File: src/rtl/mac_pkg.sv
// Package: shared control bundle for the multiply-accumulator.
// Bit 0 is the direction, so a 4-bit vector maps directly onto the struct.
package mac_pkg;

    localparam int CTRL_W = 4;

    typedef struct packed {
        logic sgn_b;  // operand B two's complement
        logic sgn_a;  // operand A two's complement
        logic load;   // discard previous sum
        logic add;    // 1 add product, 0 subtract
    } mac_ctrl_t;

endpackage

File: src/rtl/mac_pipe_reg.sv
// Optional pipeline register.
// EN=1: a register with a clock enable and a synchronous active-low reset.
// EN=0: a plain wire.
// Assumes the clock enable and the reset are shared by all stages.
module mac_pipe_reg #(
    parameter int W  = 1,
    parameter bit EN = 1'b1
) (
    input  logic         clk,
    input  logic         rst_n,
    input  logic         ce,
    input  logic [W-1:0] d,
    output logic [W-1:0] q
);

    generate
        if (EN) begin : g_reg
            logic [W-1:0] r;

            // Capture d when enabled, clear on reset.
            always_ff @(posedge clk) begin
                if (!rst_n) r <= '0;
                else if (ce) r <= d;
            end

            assign q = r;

            // a stalled stage keeps its value
            assert_freeze_R8: assert property (@(posedge clk) disable iff (!rst_n)
                !ce |=> $stable(r));

            // reset empties the stage
            assert_reset_R9: assert property (@(posedge clk)
                !rst_n |=> (r == '0));
        end else begin : g_wire
            logic unused_bypass;
            assign unused_bypass = ^{clk, rst_n, ce};
            assign q = d;
        end
    endgenerate

endmodule

File: src/rtl/mac_ctrl_pipe.sv
// Control pipeline for the multiply-accumulator.
// First, each control is replaced by its static parameter value when its port is
// disabled. Then every control passes through two optional stages.
// Stage one is meant to match the operand input registers.
// Stage two is meant to match the product register.
// Each mask has one bit per control: bit 0 direction, 1 load, 2 sign A, 3 sign B.
module mac_ctrl_pipe #(
    parameter bit       USE_ADD_PORT   = 1'b1,
    parameter bit       ACC_SUB        = 1'b0,
    parameter bit       USE_SGN_A_PORT = 1'b1,
    parameter bit       REP_A_SGN      = 1'b0,
    parameter bit       USE_SGN_B_PORT = 1'b1,
    parameter bit       REP_B_SGN      = 1'b0,
    parameter bit [3:0] STG1_MASK      = 4'hF,
    parameter bit [3:0] STG2_MASK      = 4'hF
) (
    input  logic              clk,
    input  logic              rst_n,
    input  logic              ce,
    input  logic              add_sub,
    input  logic              load,
    input  logic              sgn_a,
    input  logic              sgn_b,
    output mac_pkg::mac_ctrl_t ctrl_mid,
    output mac_pkg::mac_ctrl_t ctrl_late
);

    localparam int N = mac_pkg::CTRL_W;

    mac_pkg::mac_ctrl_t c0;
    logic [N-1:0] v0, v1, v2;
    logic unused_ports;

    // Substitute the static settings for the disabled ports.
    always_comb begin
        c0.add   = USE_ADD_PORT   ? add_sub : ~ACC_SUB;
        c0.load  = load;
        c0.sgn_a = USE_SGN_A_PORT ? sgn_a   : REP_A_SGN;
        c0.sgn_b = USE_SGN_B_PORT ? sgn_b   : REP_B_SGN;
    end

    assign unused_ports = ^{add_sub, sgn_a, sgn_b};
    assign v0 = c0;

    genvar i;
    generate
        for (i = 0; i < N; i++) begin : g_bit
            mac_pipe_reg #(.W(1), .EN(STG1_MASK[i])) u_first (
                .clk(clk), .rst_n(rst_n), .ce(ce), .d(v0[i]), .q(v1[i]));
            mac_pipe_reg #(.W(1), .EN(STG2_MASK[i])) u_second (
                .clk(clk), .rst_n(rst_n), .ce(ce), .d(v1[i]), .q(v2[i]));
        end
    endgenerate

    assign ctrl_mid  = v1;
    assign ctrl_late = v2;

endmodule

File: src/rtl/mac_mult.sv
// Combinational multiplier. Each operand's signedness is chosen at run time.
// Each operand gets an extra top bit: a copy of its sign bit when it is signed,
// zero when unsigned. The two are then multiplied as signed values.
// The W_A+W_B low bits of the product hold every exact result.
module mac_mult #(
    parameter int W_A = 16,
    parameter int W_B = 16,
    localparam int W_P = W_A + W_B
) (
    input  logic [W_A-1:0] a,
    input  logic [W_B-1:0] b,
    input  logic           sa,
    input  logic           sb,
    output logic [W_P-1:0] prod
);

    logic signed [W_A:0]   a_x;
    logic signed [W_B:0]   b_x;
    logic signed [W_P+1:0] full;
    logic unused_hi;

    // Widen each operand according to its sign select, then multiply.
    always_comb begin
        a_x  = {sa & a[W_A-1], a};
        b_x  = {sb & b[W_B-1], b};
        full = (W_P+2)'(a_x) * (W_P+2)'(b_x);
    end

    assign prod      = full[W_P-1:0];
    assign unused_hi = ^full[W_P+1:W_P];

    // with both operands unsigned, the result is the plain unsigned product
    always_comb begin
        if (!sa && !sb) begin
            assert_unsigned_R3: assert (prod == W_P'(a) * W_P'(b));
        end
    end

endmodule

File: src/rtl/mac_accum.sv
// Accumulator stage with the result and overflow registers.
// The product is extended by the effective signedness: signed if either operand is.
// The sum is formed one bit wider than the result, so the top bits reveal
// signed overflow, an unsigned carry out, or an unsigned borrow.
// Assumes W_RES >= W_P.
module mac_accum #(
    parameter int W_P   = 32,
    parameter int W_RES = 40
) (
    input  logic             clk,
    input  logic             rst_n,
    input  logic             ce,
    input  logic [W_P-1:0]   prod,
    input  logic             sgn,
    input  logic             add,
    input  logic             load,
    output logic [W_RES-1:0] result,
    output logic             overflow
);

    localparam int W_S = W_RES + 1;

    logic signed [W_P:0]   p_s;
    logic signed [W_S-1:0] p_w, fb_w, sum;
    logic                  ovf_n;
    logic [W_RES-1:0]      acc;
    logic                  ovf_q;

    // Extend the product and the feedback, then add or subtract.
    always_comb begin
        p_s   = {sgn & prod[W_P-1], prod};
        p_w   = W_S'(p_s);
        fb_w  = load ? '0 : {sgn & acc[W_RES-1], acc};
        sum   = add ? (fb_w + p_w) : (fb_w - p_w);
        ovf_n = sgn ? (sum[W_S-1] ^ sum[W_S-2]) : sum[W_S-1];
    end

    // Store the new sum and its overflow flag.
    always_ff @(posedge clk) begin
        if (!rst_n) begin
            acc   <= '0;
            ovf_q <= 1'b0;
        end else if (ce) begin
            acc   <= sum[W_RES-1:0];
            ovf_q <= ovf_n;
        end
    end

    assign result   = acc;
    assign overflow = ovf_q;

    // a load while adding leaves exactly the extended product
    assert_load_R2: assert property (@(posedge clk) disable iff (!rst_n)
        (ce && load && add) |=> (result == $past(p_w[W_RES-1:0])));

    // an unsigned load-add cannot carry out
    assert_no_overflow_R6: assert property (@(posedge clk) disable iff (!rst_n)
        (ce && load && add && !sgn) |=> !overflow);

endmodule

File: src/rtl/mac_accum_unit.sv
// Top of the multiply-accumulator.
// Data path: optional operand registers, then the multiplier, then the optional
// product register, then the accumulator.
// Controls travel through mac_ctrl_pipe. Its stage masks should match
// IN_REG_A/IN_REG_B (stage one) and MUL_REG (stage two), or the controls lose
// alignment with their data.
module mac_accum_unit #(
    parameter int       W_A            = 16,
    parameter int       W_B            = 16,
    parameter int       W_RES          = 40,
    parameter bit       IN_REG_A       = 1'b1,
    parameter bit       IN_REG_B       = 1'b1,
    parameter bit       MUL_REG        = 1'b1,
    parameter bit [3:0] CTRL_STG1_MASK = 4'hF,
    parameter bit [3:0] CTRL_STG2_MASK = 4'hF,
    parameter bit       USE_ADD_PORT   = 1'b1,
    parameter bit       ACC_SUB        = 1'b0,
    parameter bit       USE_SGN_A_PORT = 1'b1,
    parameter bit       REP_A_SGN      = 1'b0,
    parameter bit       USE_SGN_B_PORT = 1'b1,
    parameter bit       REP_B_SGN      = 1'b0
) (
    input  logic             clk,
    input  logic             rst_n,
    input  logic             ce,
    input  logic [W_A-1:0]   a_in,
    input  logic [W_B-1:0]   b_in,
    input  logic             sgn_a,
    input  logic             sgn_b,
    input  logic             add_sub,
    input  logic             load,
    output logic [W_RES-1:0] result,
    output logic             overflow,
    output logic [W_A-1:0]   scan_a,
    output logic [W_B-1:0]   scan_b
);

    localparam int W_P = W_A + W_B;

    logic [W_A-1:0] a_q;
    logic [W_B-1:0] b_q;
    logic [W_P-1:0] prod, prod_q;
    mac_pkg::mac_ctrl_t ctrl_mid, ctrl_late;

    // Operand input registers.
    mac_pipe_reg #(.W(W_A), .EN(IN_REG_A)) u_reg_a (
        .clk(clk), .rst_n(rst_n), .ce(ce), .d(a_in), .q(a_q));
    mac_pipe_reg #(.W(W_B), .EN(IN_REG_B)) u_reg_b (
        .clk(clk), .rst_n(rst_n), .ce(ce), .d(b_in), .q(b_q));

    // Control pipeline kept in step with the data.
    mac_ctrl_pipe #(
        .USE_ADD_PORT(USE_ADD_PORT), .ACC_SUB(ACC_SUB),
        .USE_SGN_A_PORT(USE_SGN_A_PORT), .REP_A_SGN(REP_A_SGN),
        .USE_SGN_B_PORT(USE_SGN_B_PORT), .REP_B_SGN(REP_B_SGN),
        .STG1_MASK(CTRL_STG1_MASK), .STG2_MASK(CTRL_STG2_MASK)
    ) u_ctrl (
        .clk(clk), .rst_n(rst_n), .ce(ce),
        .add_sub(add_sub), .load(load), .sgn_a(sgn_a), .sgn_b(sgn_b),
        .ctrl_mid(ctrl_mid), .ctrl_late(ctrl_late));

    // Multiplier, steered by the stage-one sign selects.
    mac_mult #(.W_A(W_A), .W_B(W_B)) u_mult (
        .a(a_q), .b(b_q), .sa(ctrl_mid.sgn_a), .sb(ctrl_mid.sgn_b), .prod(prod));

    // Product register.
    mac_pipe_reg #(.W(W_P), .EN(MUL_REG)) u_reg_p (
        .clk(clk), .rst_n(rst_n), .ce(ce), .d(prod), .q(prod_q));

    // Accumulator, steered by the stage-two controls.
    mac_accum #(.W_P(W_P), .W_RES(W_RES)) u_acc (
        .clk(clk), .rst_n(rst_n), .ce(ce), .prod(prod_q),
        .sgn(ctrl_late.sgn_a | ctrl_late.sgn_b),
        .add(ctrl_late.add), .load(ctrl_late.load),
        .result(result), .overflow(overflow));

    assign scan_a = a_q;
    assign scan_b = b_q;

    generate
        if (IN_REG_A && IN_REG_B) begin : g_scan_chk
            // scan outputs show the operands captured one edge earlier
            assert_scan_R10: assert property (@(posedge clk) disable iff (!rst_n)
                ce |=> (scan_a == $past(a_in) && scan_b == $past(b_in)));
        end
    endgenerate

endmodule

File: config.mk
export PLATFORM = sky130hd
export DESIGN_NAME = mac_accum_unit
export DESIGN_NICKNAME = d
export VERILOG_FILES = /design/src/rtl/mac_pkg.sv /design/src/rtl/mac_pipe_reg.sv /design/src/rtl/mac_ctrl_pipe.sv /design/src/rtl/mac_mult.sv /design/src/rtl/mac_accum.sv /design/src/rtl/mac_accum_unit.sv
export SDC_FILE = /design/constraint.sdc
export NUM_CORES = 1
export LEC_CHECK = 0
export ABC_AREA = 1
export BUFFER_PORTS_ARGS = -buffer_cell sky130_fd_sc_hd__buf_2
export CAP_MARGIN = 20
export CORE_ASPECT_RATIO = 1.5
export CORE_UTILIZATION = 55
export CTS_BUF_LIST = sky130_fd_sc_hd__clkbuf_2
export DETAILED_ROUTE_END_ITERATION = 10
export PLACE_DENSITY_LB_ADDON = 0.25
export SLEW_MARGIN = 20
export SYNTH_ARGS = -nofsm -noshare
export SYNTH_HDL_FRONTEND = slang
export SYNTH_SLANG_ARGS = --single-unit
File: constraint.sdc
create_clock -name clk -period 6.7 [get_ports clk]
set_input_delay 0.67 -clock clk [delete_from_list [all_inputs] [get_ports clk]]
set_output_delay 0.67 -clock clk [all_outputs]
set_load 0.01 [all_outputs]
==> impl_results.md <==
- Clk root buf: clkbuf_2
- Critical Path Sink: u_reg_p.q[28]
- FF-to-FF path depth: 22
- Sum Neg Setup Slack: 0 ns
- Total gr overflow: 0
- Synth top area cells: fa_1, inv_1, dfxtp_1, nand2_1, ha_1
- Antenna Nets Post-Route: 0
- Final worst path period share: 0.9418
- CTS clk-pin slew, worst paths: 0.23 ns
- Final wirelength: 55.48 mm
- Leak: roughly 12 nW
- Die H: about 230 um
- Final slew viol count: 0
- Residual DRC count: 0
- Tmin final: about 6.3 ns
- Post-synthesis sequential area ratio: 0.1180
- Syn Area/Cell: approximately 6.9 um^2
- Max clock buf depth: 2
- CP required: about 7.4 ns
- H-Tree Depth: 4
- Fillers: between 3000 and 4000
- Die ar.: between 0.03 and 0.04 mm^2
- 1st-iter DRT viols: ~1100
- CP Class: register to register
- CTS tree: done
- Flop-to-flop setup slack: between 0.3 and 0.4 ns
- Total setup buffers inserted after CTS: 0
- CP delay by family, top: adder cells
- Initial Utilization: 0.5592
- CP Capture Type: register
- WL met3: ~2.6 mm
- Mapped Cells: 2774
- Setup crit start: u_reg_b.q[4]
- CTS Sinks: approximately 110
- CP Cell Sequence: inv_1, nor2_1, fa_1, inv_1, fa_1, fa_1, fa_1, inv_1, fa_1, inv_1, fa_1, inv_1, ha_1, nand4_1, nor3_1, nand3_1, nand3_1, nand2_1, inv_1, o21ai_0, o211ai_1, inv_1
- Dominant cell type by area after synthesis: fa_1
- Post-route cell area: 0.02059 mm^2
- Slowest CP cell: dfxtp_1
- Area grow syn2layout: 7.456%
- Post-synth top area share: 0.2956
- WL met2: ~29 mm
- Worst hold path class: input pin to register
- Element type at the critical path start: register
- Vias per cell: 5.229
- Post-Syn Nets: about 3200
- FMAX: 158.5 MHz
- Status: complete, no violations
- Initial antenna violation count: 2
- Post-Syn Area: about 0.019 mm^2
- RSZ-0062 raised after global routing: no
- Largest net degree at the start of global routing: 84
- Worst r2r src: u_reg_b.q[4]
- Yosys warning total: 0
- Worst R2R End: u_reg_p.q[28]
- Critical path depth: 22
- Final #Nets: approximately 3300
- Yosys reg bits: 113
- Routability Congestion: 1.168
- CTS buffer count: 17
- Area post-placement: roughly 0.020 mm^2
- Core area: around 0.034 mm^2
- Layout cell share with drive strength beyond 1: 0.07297
- Most used cell, CP: inv_1
- Final setup viols: 0
- Met1 wire length: 20.57 mm
- Distinct cell type count after synthesis: 52
- Std cell rows: 83
- Final HPWL DP: roughly 46 mm
- Buffers on Ports: roughly 110
- Rel. slew slack: 0.3497
- GR Util All Layers: 0.3278
- Io pins: between 100 and 150
- Vias: between 15000 and 20000
- Number of iterations in the first detailed-routing pass: 6
- DR WL/cell: approximately 17 um
- Max VDD drop: approximately 0.14 mV
- Clock Skew: ~0.058 ns
- Power per cell area: ~220 mW/mm^2
- Vias in the first global route: between 15000 and 20000
- Final Hold Fails: 0
- CP Data Arrival Time: between 7 and 8 ns
- WHS: between 0.05 and 0.06 ns
- First-pass GRT wire length: 90.00 mm
- Clock Latency Late Sink: 0.87 ns
- DR top layer: met4
- Die width: 154.4 um
- Worst Path Buf+Inv: 7
- Max-cap viol count: 0
- Crit path max fanout: 18
- Slew @ Worst Pin: slightly below 1 ns
- CP max stage delay: between 0.8 and 0.9 ns
worst min-delay path: stages:
cell and delay [ns]:
buf_2 0.08, nor2_1 0.04, nor2_1 0.09
synthesized netlist by cell type (all sizes together):
cell type / n
buf: 9
a31o: 2
nor3: 18
a211oi: 1
nand2: 603
nand3b: 3
nand3: 68
inv: 705
nand4: 13
xor2: 52
o311ai: 1
clkinv: 1
dfxtp: 113
and2: 1
a221oi: 1
a21oi: 150
fa: 283
o221ai: 1
o21ai: 135
o211ai: 9
o31ai: 2
clkbuf: 101
and3: 2
nor4: 6
o22ai: 1
or2: 10
o21bai: 12
a21o: 14
a31oi: 4
o21a: 2
ha: 123
xnor2: 23
nor2: 305
final cells by class:
| cell class | instances | area [um^2] | share of cell area |
|---|---|---|---|
| diodes | 2 | 5.005 | 0.0002430 |
| clock buffers | 18 | 90.09 | 0.004375 |
| clock inverters | 14 | 188.9 | 0.009175 |
| inverters | 706 | 2660 | 0.1292 |
| multi-input cells | 1845 | 13820 | 0.6710 |
| flip-flops and latches | 113 | 2263 | 0.1099 |
| well taps | 425 | 531.8 | 0.02582 |
| repair buffers | 168 | 1036 | 0.05031 |
repair_timing:
action                                 in CTS  in global routing
setup endpoints to repair                   0                  1
gates resized for setup                     0                  1
hold buffers                               21                  0
endpoints found under the hold margin      21                  0
cells in the final DEF (no fill, tap or decap), types with 12 or more instances in the layout:
cell type,instances
o21ai_0,129
a21oi_1,147
xor2_1,51
nor3_1,17
dfxtp_1,112
buf_4,36
dlygate4sd3_1,21
fa_1,283
nand2_1,595
nor2_1,303
inv_1,701
buf_2,111
a21o_1,14
xnor2_1,23
ha_1,123
clkbuf_2,18
nand3_1,68
nand4_1,12
state kept, by name, summed over array words and instances (netlist names):
signal                   flops
u_ctrl.g_bit.u_second.q      4
u_reg_b.q                   16
u_ctrl.g_bit.u_first.q       4
u_reg_a.q                   16
u_reg_p.q                   32
u_acc.overflow               1
u_acc.result                40
how the worst min path moves through the flow:
stage                                    from                         end  slack, ns  cells past startpoint
floorplan           u_ctrl.g_bit[1].u_first.q  u_ctrl.g_bit[1].u_second.q       0.45                      2
global placement    u_ctrl.g_bit[1].u_first.q  u_ctrl.g_bit[1].u_second.q       0.46                      2
detailed placement  u_ctrl.g_bit[1].u_first.q  u_ctrl.g_bit[1].u_second.q       0.46                      2
CTS                                   a_in[9]                u_reg_a.q[9]    0.00008                      3
global route                          a_in[9]                u_reg_a.q[9]      0.004                      3
finish                                a_in[0]                u_reg_a.q[0]       0.05                      3
report_power, final:
part / internal, W / leakage [nW] / switching [W] / total [W]
clock network: 0.000246 / 0.152 / 0.000336 / 0.000582
logic: 0.00106 / 11.1 / 0.00201 / 0.00307
registers: 0.000782 / 0.939 / 0.000126 / 0.000908
logic make-up after synthesis:
kind of cell	share of synthesized area
simple gates	0.2148
fa+ha+maj	0.3759
buf+inv	0.1609
compound gates	0.09559
flops	0.1180
xor+xnor	0.03467
through the flow:
stage / total power (W) / utilization / setup slack [ns] / std cells
after global routing: 0.005005 / 0.6009 / 0.01354 / 3291
after CTS: 0.004536 / 0.6007 / 0.3979 / 3289
final: 0.004558 / 0.6009 / 0.3900 / 3291
after floorplan: 0.003094 / - / 1.053 / 2774
after global placement: 0.003877 / 0.5864 / 0.5621 / 3236
after detailed placement: 0.003925 / 0.5864 / 0.4599 / 3236
metal layers:
metal	vias up	GRT usage
li1	8342	-
met1	8109	0.3520
met2	582	0.6134
met3	176	0.04017
met4	0	0.1881
met5	-	0
No activity file was read; power rests on OpenSTA's default activity.
